`config.mk`:
```
export PLATFORM = sky130hd
export DESIGN_NAME = periodic_subclock
export DESIGN_NICKNAME = d
export VERILOG_FILES = /design/src/rtl/periodic_subclock.sv
export SDC_FILE = /design/constraint.sdc
export NUM_CORES = 1
export LEC_CHECK = 0
export BUFFER_PORTS_ARGS = -buffer_cell sky130_fd_sc_hd__buf_4
export CELL_PAD_IN_SITES_DETAIL_PLACEMENT = 2
export CELL_PAD_IN_SITES_GLOBAL_PLACEMENT = 2
export CORE_AREA = 2 2 39 41
export CTS_CLUSTER_SIZE = 16
export DETAILED_ROUTE_END_ITERATION = 10
export DIE_AREA = 0 0 41 43
export PLACE_DENSITY_LB_ADDON = 0.05
export SLEW_MARGIN = 5
export SYNTH_ARGS = -nofsm -noshare
export SYNTH_HDL_FRONTEND = slang
export SYNTH_SLANG_ARGS = --single-unit
```
`constraint.sdc`:
```
create_clock -name clk -period 5.1 [get_ports clk]
set_input_delay 0.51 -clock clk [delete_from_list [all_inputs] [get_ports clk]]
set_output_delay 0.51 -clock clk [all_outputs]
set_load 0.1 [all_outputs]
```
`src/rtl/periodic_subclock.sv`:
```
module periodic_subclock #(
  parameter int PERIOD = 3,
  parameter int OFFSET = 5
) (
  input  logic clk,
  input  logic rst_n,
  input  logic parent_i,
  input  logic tick_i,
  output logic tick_o,
  output logic strict_err_o,
  output logic weak_err_o
);
  localparam int PH_W = (PERIOD > 1) ? $clog2(PERIOD) : 1;
  localparam int SK_W = (OFFSET > 0) ? $clog2(OFFSET + 1) : 1;
  localparam logic [PH_W-1:0] PH_LAST = PH_W'(PERIOD - 1);
  localparam logic [SK_W-1:0] SK_INIT = SK_W'(OFFSET);

  logic [SK_W-1:0] skip_q;
  logic [PH_W-1:0] phase_q;
  logic            opened_q, got_q;
  logic            skipping, weak_bad;

  assign skipping = (skip_q != '0);
  assign tick_o   = parent_i && !skipping && (phase_q == '0);

  always_ff @(posedge clk or negedge rst_n) begin
    if (!rst_n) begin
      skip_q  <= SK_INIT;
      phase_q <= '0;
    end else if (parent_i) begin
      if (skipping)
        skip_q <= skip_q - 1'b1;
      else if (phase_q == PH_LAST)
        phase_q <= '0;
      else
        phase_q <= phase_q + 1'b1;
    end
  end

  always_comb begin
    if (tick_o) weak_bad = opened_q && !got_q;
    else        weak_bad = tick_i && (!opened_q || got_q);
  end

  always_ff @(posedge clk or negedge rst_n) begin
    if (!rst_n) begin
      opened_q     <= 1'b0;
      got_q        <= 1'b0;
      strict_err_o <= 1'b0;
      weak_err_o   <= 1'b0;
    end else begin
      if (tick_o) begin
        opened_q <= 1'b1;
        got_q    <= tick_i;
      end else if (tick_i) begin
        got_q <= 1'b1;
      end
      if (tick_i != tick_o) strict_err_o <= 1'b1;
      if (weak_bad)         weak_err_o   <= 1'b1;
    end
  end
endmodule


```
==> impl_metrics.env, run 1 <==
export IMPL_status="finished clean"
export IMPL_fin_area_um2=526
export IMPL_place_area_um2=499
export IMPL_grt_pass1_vias=329
export IMPL_skew_ns=0.00275
export IMPL_grt_max_degree=10
export IMPL_antenna_found_initial=0
export IMPL_startpoint="skip_q[1]"
export IMPL_dp_hpwl_um=678
export IMPL_finalSetupViolCount=0
export IMPL_syn_num_nets=48
export IMPL_crit_path_max_fanout=5
export IMPL_nets=58
export IMPL_finalHoldViolations=0
export IMPL_die_h_um=43
export IMPL_wl_um=807
export IMPL_synth_cells=40
export IMPL_fmax_mhz=414
export IMPL_crit_buf_inv=3
export IMPL_drc=0
export IMPL_cp_arrival_ns=1.90
export IMPL_p_leak_nw=0.272
export IMPL_coreArea_um2=1380
export IMPL_synth_seq_cells=9
export IMPL_vdd_drop_max_mv=0.137
export IMPL_cts_buffers=3
export IMPL_drive_above_1_share=0.286
export IMPL_rows=14
export IMPL_r2r_start="skip_q[1]"
export IMPL_start_util=0.322
export IMPL_yosys_area_top_type="dfrtp_1"
export IMPL_final_common_cell="dfrtp_1"
export IMPL_num_io_pins=7
export IMPL_synth_distinct_cells=18
export IMPL_yosysSeqAreaShare=0.511
export IMPL_drtIter0Drc=4
export IMPL_dieWidth_um=41
export IMPL_wl_per_cell_um=12.4
export IMPL_worst_pin_slew_ns=0.343
export IMPL_cp_required_ns=4.59
export IMPL_cp_num_cells=6
export IMPL_cts_tree="yes"
export IMPL_max_slew_margin=0.769
export IMPL_antenna_cells=0
export IMPL_power_density_nw_per_um2=493
export IMPL_min_path_type="input port to async pin"
export IMPL_grt_pass1_wl_mm=1.38
export IMPL_crit_chain="inv_1 -> ha_1 -> nand3b_4 -> or3_1 -> inv_2 -> buf_4"
export IMPL_route_vias_total=292
export IMPL_crit_path_end_kind="output pin"
export IMPL_firstDrtPassIters=3
export IMPL_ctsLongestPathBuffers=2
export IMPL_htree_levels=1
export IMPL_rsz0062_at_grt="no"
export IMPL_slew_viol_final=0
export IMPL_ys_warn_count=0
export IMPL_io_buffers=6
export IMPL_overflow=0
export IMPL_cts_resized=0
export IMPL_area_growth_syn_to_layout_pct=18.0
export IMPL_synthTopCellsByArea="dfrtp_1 (39%), dfstp_2 (12%), ha_1 (11%), mux2i_1 (4.5%), nand3b_4 (4.5%)"
export IMPL_fin_setup_tns_ns=0
export IMPL_clk_latency_ns=0.25
export IMPL_r2r_cells=6
export IMPL_dieArea_um2=1760
export IMPL_final_fill_count=164
export IMPL_cp_slowest_stage_delay_ns=0.44
export IMPL_cp_slowest_cell="or3_1"
export IMPL_startpoint_type="flop"
export IMPL_numClockSinks=9
export IMPL_crit_type="flop to output pin"
export IMPL_synth_top_area_frac=0.393
export IMPL_crit_family="simple AND/OR/NAND/NOR gates"
export IMPL_syn_area_um2=445
export IMPL_cts_root_buf="clkbuf_4"
export IMPL_min_period_ns=2.41
export IMPL_cap_violations=0
export IMPL_grtUsageTotal=0.124
export IMPL_globalplace_congestion=0.640
export IMPL_final_cell_mix="dfrtp_1 (7), buf_4 (6), nand2_1 (5)"
export IMPL_syn_avg_cell_area_um2=11.1
export IMPL_cts_setup_buffers=0
export IMPL_clk_pin_slew_worst_paths_ns=0.06
export IMPL_cts_hold_fix_buffers=0
export IMPL_viasPerCell=4.49
export IMPL_antenna_left=0
export IMPL_period_share=0.473
## worst register-to-register path, cell delays in order, from the launching register on
cell	delay [ns]
dfrtp_1	0.36
inv_1	0.10
ha_1	0.26
nand3b_4	0.11
or3_1	0.44
ha_1	0.31
or2_2	0.27
## cells in the mapped netlist
library cell  number
a21o_1             1
a21oi_1            1
buf_6              1
dfrtp_1            7
dfstp_2            2
ha_1               4
inv_1              4
inv_2              1
mux2i_1            2
nand2_1            5
nand2b_1           3
nand3b_4           1
nor2b_1            1
nor3_1             1
o21ai_0            3
or2_2              1
or3_1              1
xnor2_1            1
## metal layers
metal,up-vias,GRT usage,part of all wire
met5,-,0,0
met1,144,0.137,0.41
li1,145,-,-
met2,3,0.188,0.55
met4,0,0.0600,0
met3,0,0.0628,0.036
## logic make-up (layout without fill, tap and decap cells)
family | after synthesis | in the layout | share of synthesized area
adder cells (fa/ha/maj) | 4 | 4 | 0.112
AO/OA/AOI/OAI | 5 | 5 | 0.0618
AND/OR/NAND/NOR | 13 | 13 | 0.183
XOR/XNOR | 1 | 1 | 0.0197
flip-flops | 9 | 9 | 0.511
multiplexers | 2 | 2 | 0.0449
buffers and inverters | 6 | 15 | 0.0674
## final timing paths
check / endpoint / slack [ns]
worst max-delay path: tick_o / 2.69
worst min-delay path: skip_q[1] / 0.06
min in group clk: strict_err_o / 0.48
worst min register to register: strict_err_o / 0.48
max in group asynchronous: skip_q[0] / 4.83
worst max register to register: strict_err_o / 3.15
## registers in the layout, indices dropped and copies added (netlist names)
name and cells:
skip_q 3, phase_q 2, got_q 1, opened_q 1
strict_err_o 1, weak_err_o 1
## area by class of cell
| type | count | area (um2) | area share |
|---|---|---|---|
| clock buffers | 4 | 26.3 | 0.0500 |
| inverters | 5 | 18.8 | 0.0357 |
| multi-input cells | 25 | 188 | 0.357 |
| flip-flops and latches | 9 | 228 | 0.433 |
| well taps | 16 | 20.0 | 0.0381 |
| repair buffers | 6 | 45.0 | 0.0857 |
## through the flow
| step | instances | power (mW) | hold WS (ns) | util | worst slack (ns) |
|---|---|---|---|---|---|
| after floorplan | 40 | 0.187 | 0.214 | - | 3.07 |
| after CTS | 65 | 0.267 | 0.0561 | 0.380 | 2.65 |
| after global placement | 61 | 0.198 | 0.337 | 0.361 | 3.02 |
| after global routing | 65 | 0.282 | 0.0424 | 0.380 | 2.59 |
| after detailed placement | 61 | 0.209 | 0.340 | 0.361 | 2.94 |
| final | 65 | 0.259 | 0.0626 | 0.380 | 2.69 |
## where the power goes
| group | internal [mW] | switching [mW] | leakage (nW) |
|---|---|---|---|
| Clock | 0.0301 | 0.0240 | 0.0150 |
| Combinational | 0.0382 | 0.0513 | 0.161 |
| Sequential | 0.101 | 0.0146 | 0.0957 |
Note: power is estimated with default switching activity, not from simulation.
==> run 2: changes to the inputs <==
--- a/config.mk
+++ b/config.mk
@@ -8,10 +8,10 @@
 export BUFFER_PORTS_ARGS = -buffer_cell sky130_fd_sc_hd__buf_4
 export CELL_PAD_IN_SITES_DETAIL_PLACEMENT = 2
 export CELL_PAD_IN_SITES_GLOBAL_PLACEMENT = 2
-export CORE_AREA = 2 2 39 41
+export CORE_MARGIN = 2
+export CORE_UTILIZATION = 32
 export CTS_CLUSTER_SIZE = 16
 export DETAILED_ROUTE_END_ITERATION = 10
-export DIE_AREA = 0 0 41 43
 export PLACE_DENSITY_LB_ADDON = 0.05
 export SLEW_MARGIN = 5
 export SYNTH_ARGS = -nofsm -noshare
==> constraint.sdc (replaced) <==
create_clock -name clk -period 2.4 [get_ports clk]
set_input_delay 0.24 -clock clk [delete_from_list [all_inputs] [get_ports clk]]
set_output_delay 0.24 -clock clk [all_outputs]
set_load 0.1 [all_outputs]
==> run 2 against run 1 <==
Effect of this change:
- clock-buffer cell count is the same
- critical path depth unchanged
- first-iteration DRC count down 25%
- hold slack improved by 0.22 ns
- final area grew 1.7%
- clock skew up 0.00081 ns
- register-to-register slack worse by 2.7 ns
- clock power rose by 110%
- combinational power rose by 110%
- global-route usage increased by 0.48 points
- flip-flop and latch count is the same
- non-clock buffer count is 1 higher
- critical path type unchanged
==> impl_metrics.env, run 2 (synthesized netlist as in run 1, its figures left out) <==
export IMPL_status="finished clean"
export IMPL_p_int_mw=0.362
export IMPL_worst_pin_slew_ns=0.373
export IMPL_area_growth_syn_to_layout_pct=19.9
export IMPL_p_seq_frac=0.442
export IMPL_dieWidth_um=41.3
export IMPL_cp_arrival_ns=1.89
export IMPL_cts_resized=0
export IMPL_p_switching_mw=0.189
export IMPL_crit_path_end_kind="output pin"
export IMPL_overflow=0
export IMPL_rows=13
export IMPL_rsz0062_at_grt="no"
export IMPL_startpoint_type="flop"
export IMPL_cts_tree="yes"
export IMPL_slew_viol_final=0
export IMPL_viasPerCell=4.55
export IMPL_hp_start="tick_i"
export IMPL_cts_setup_buffers=0
export IMPL_drive_above_1_share=0.280
export IMPL_clk_pin_slew_worst_paths_ns=0.06
export IMPL_min_period_ns=2.13
export IMPL_post_route_util=0.411
export IMPL_globalplace_congestion=0.655
export IMPL_htree_levels=1
export IMPL_final_cell_mix="dfrtp_1 (7), buf_4 (6), nand2_1 (5)"
export IMPL_drc=0
export IMPL_fin_cells=65
export IMPL_final_fill_count=141
export IMPL_grt_pass1_vias=320
export IMPL_die_h_um=41.3
export IMPL_worstReg2RegEnd="strict_err_o"
export IMPL_grt_pass1_wl_mm=1.33
export IMPL_dieArea_um2=1710
export IMPL_skew_ns=0.00356
export IMPL_worst_hold_path_endpoint="weak_err_o"
export IMPL_nets=59
export IMPL_cp_slowest_stage_delay_ns=0.44
export IMPL_route_vias_total=296
export IMPL_min_path_cells=3
export IMPL_crit_path_max_fanout=5
export IMPL_cap_violations=0
export IMPL_min_path_type="input port to flop"
export IMPL_whs_ns=0.285
export IMPL_max_slew_margin=0.749
export IMPL_ctsLongestPathBuffers=2
export IMPL_r2r_setup_slack_ns=0.44
export IMPL_grt_max_degree=10
export IMPL_wl_um=795
export IMPL_period_share=0.889
export IMPL_top_regs="skip_q x3, phase_q x2"
export IMPL_place_area_um2=498
export IMPL_r2r_cells=6
export IMPL_numClockSinks=9
export IMPL_grtUsageTotal=0.129
export IMPL_cp_required_ns=2.16
export IMPL_crit_type="flop to output pin"
export IMPL_cp_slowest_cell="or3_1"
export IMPL_p_comb_frac=0.349
export IMPL_antenna_found_initial=0
export IMPL_antenna_left=0
export IMPL_finalSetupViolCount=0
export IMPL_fin_setup_tns_ns=0
export IMPL_start_util=0.342
export IMPL_p_sw_frac=0.343
export IMPL_vdd_drop_max_mv=0.365
export IMPL_io_buffers=6
export IMPL_r2r_start="skip_q[1]"
export IMPL_clk_latency_ns=0.26
export IMPL_largest_register_ff_count=3
export IMPL_power_density_nw_per_um2=1030
export IMPL_firstDrtPassIters=2
export IMPL_cts_buffers=3
export IMPL_drtIter0Drc=3
export IMPL_cts_root_buf="clkbuf_4"
export IMPL_p_leak_nw=0.276
export IMPL_antenna_cells=0
export IMPL_coreArea_um2=1300
export IMPL_wl_per_cell_um=12.2
export IMPL_finalHoldViolations=0
export IMPL_fin_area_um2=534
export IMPL_p_clk_frac=0.209
export IMPL_fmax_mhz=468
export IMPL_final_common_cell="dfrtp_1"
export IMPL_num_io_pins=7
export IMPL_dp_cells=60
export IMPL_crit_chain="inv_1 -> ha_1 -> nand3b_4 -> or3_1 -> inv_2 -> buf_4"
export IMPL_regMostFlops="skip_q"
run 2: cell types whose count changed in the layout (fill, tap and decap cells not counted), sizes merged:
cell / change
dlygate4sd3: +1
run 2: cell type report:
class	count	area, um2	area share
Multi-Input combinational cell	25	188	0.351
Sequential cell	9	228	0.426
Inverter	5	18.8	0.0351
Tap cell	15	18.8	0.0351
Timing Repair Buffer	7	55.1	0.103
Clock buffer	4	26.3	0.0492
run 2: worst max-delay path: cells and delay by family (launching register included):
kind / cells / cell delay, ns
and+or+nand+nor: 2 / 0.54
buffers and inverters: 3 / 0.48
DFF: 1 / 0.36
adders and majority gates: 1 / 0.25
run 2: worst max-delay path by stage:
stage               startpoint           end  slack (ns)  cells past startpoint
detailed placement   skip_q[1]  strict_err_o        0.46                      6
finish               skip_q[1]        tick_o        0.27                      6
global route         skip_q[1]        tick_o        0.14                      6
floorplan            skip_q[1]         got_q        0.46                      8
CTS                  skip_q[1]        tick_o        0.23                      6
global placement     skip_q[1]  strict_err_o        0.52                      6
run 2: what timing repair did:
action | in CTS | in global routing
setup endpoints to repair | 0 | 0
hold endpoints to repair | 9 | 0
hold buffers | 1 | 0
run 2: through the flow:
| step | setup WS [ns] | power [mW] |
|---|---|---|
| 2_1_floorplan | 0.459 | 0.397 |
| 3_3_place_gp | 0.519 | 0.419 |
| 3_5_place_dp | 0.457 | 0.444 |
| 4_1_cts | 0.233 | 0.569 |
| 5_1_grt | 0.140 | 0.604 |
| 6_report | 0.265 | 0.551 |
run 2: metal layers:
layer	vias up	GRT usage	wire length, um
li1	145	-	-
met1	149	0.146	326
met2	2	0.207	444
met3	0	0.0319	23
met4	0	0.0968	0
met5	-	0	0
run 2: power by group through the flow:
stage	clock, mW	sequential, mW	combinational [mW]
finish	0.115	0.244	0.192
floorplan	0	0.238	0.158
global route	0.129	0.252	0.222
detailed placement	0	0.248	0.196
global placement	0	0.243	0.176
CTS	0.125	0.245	0.198
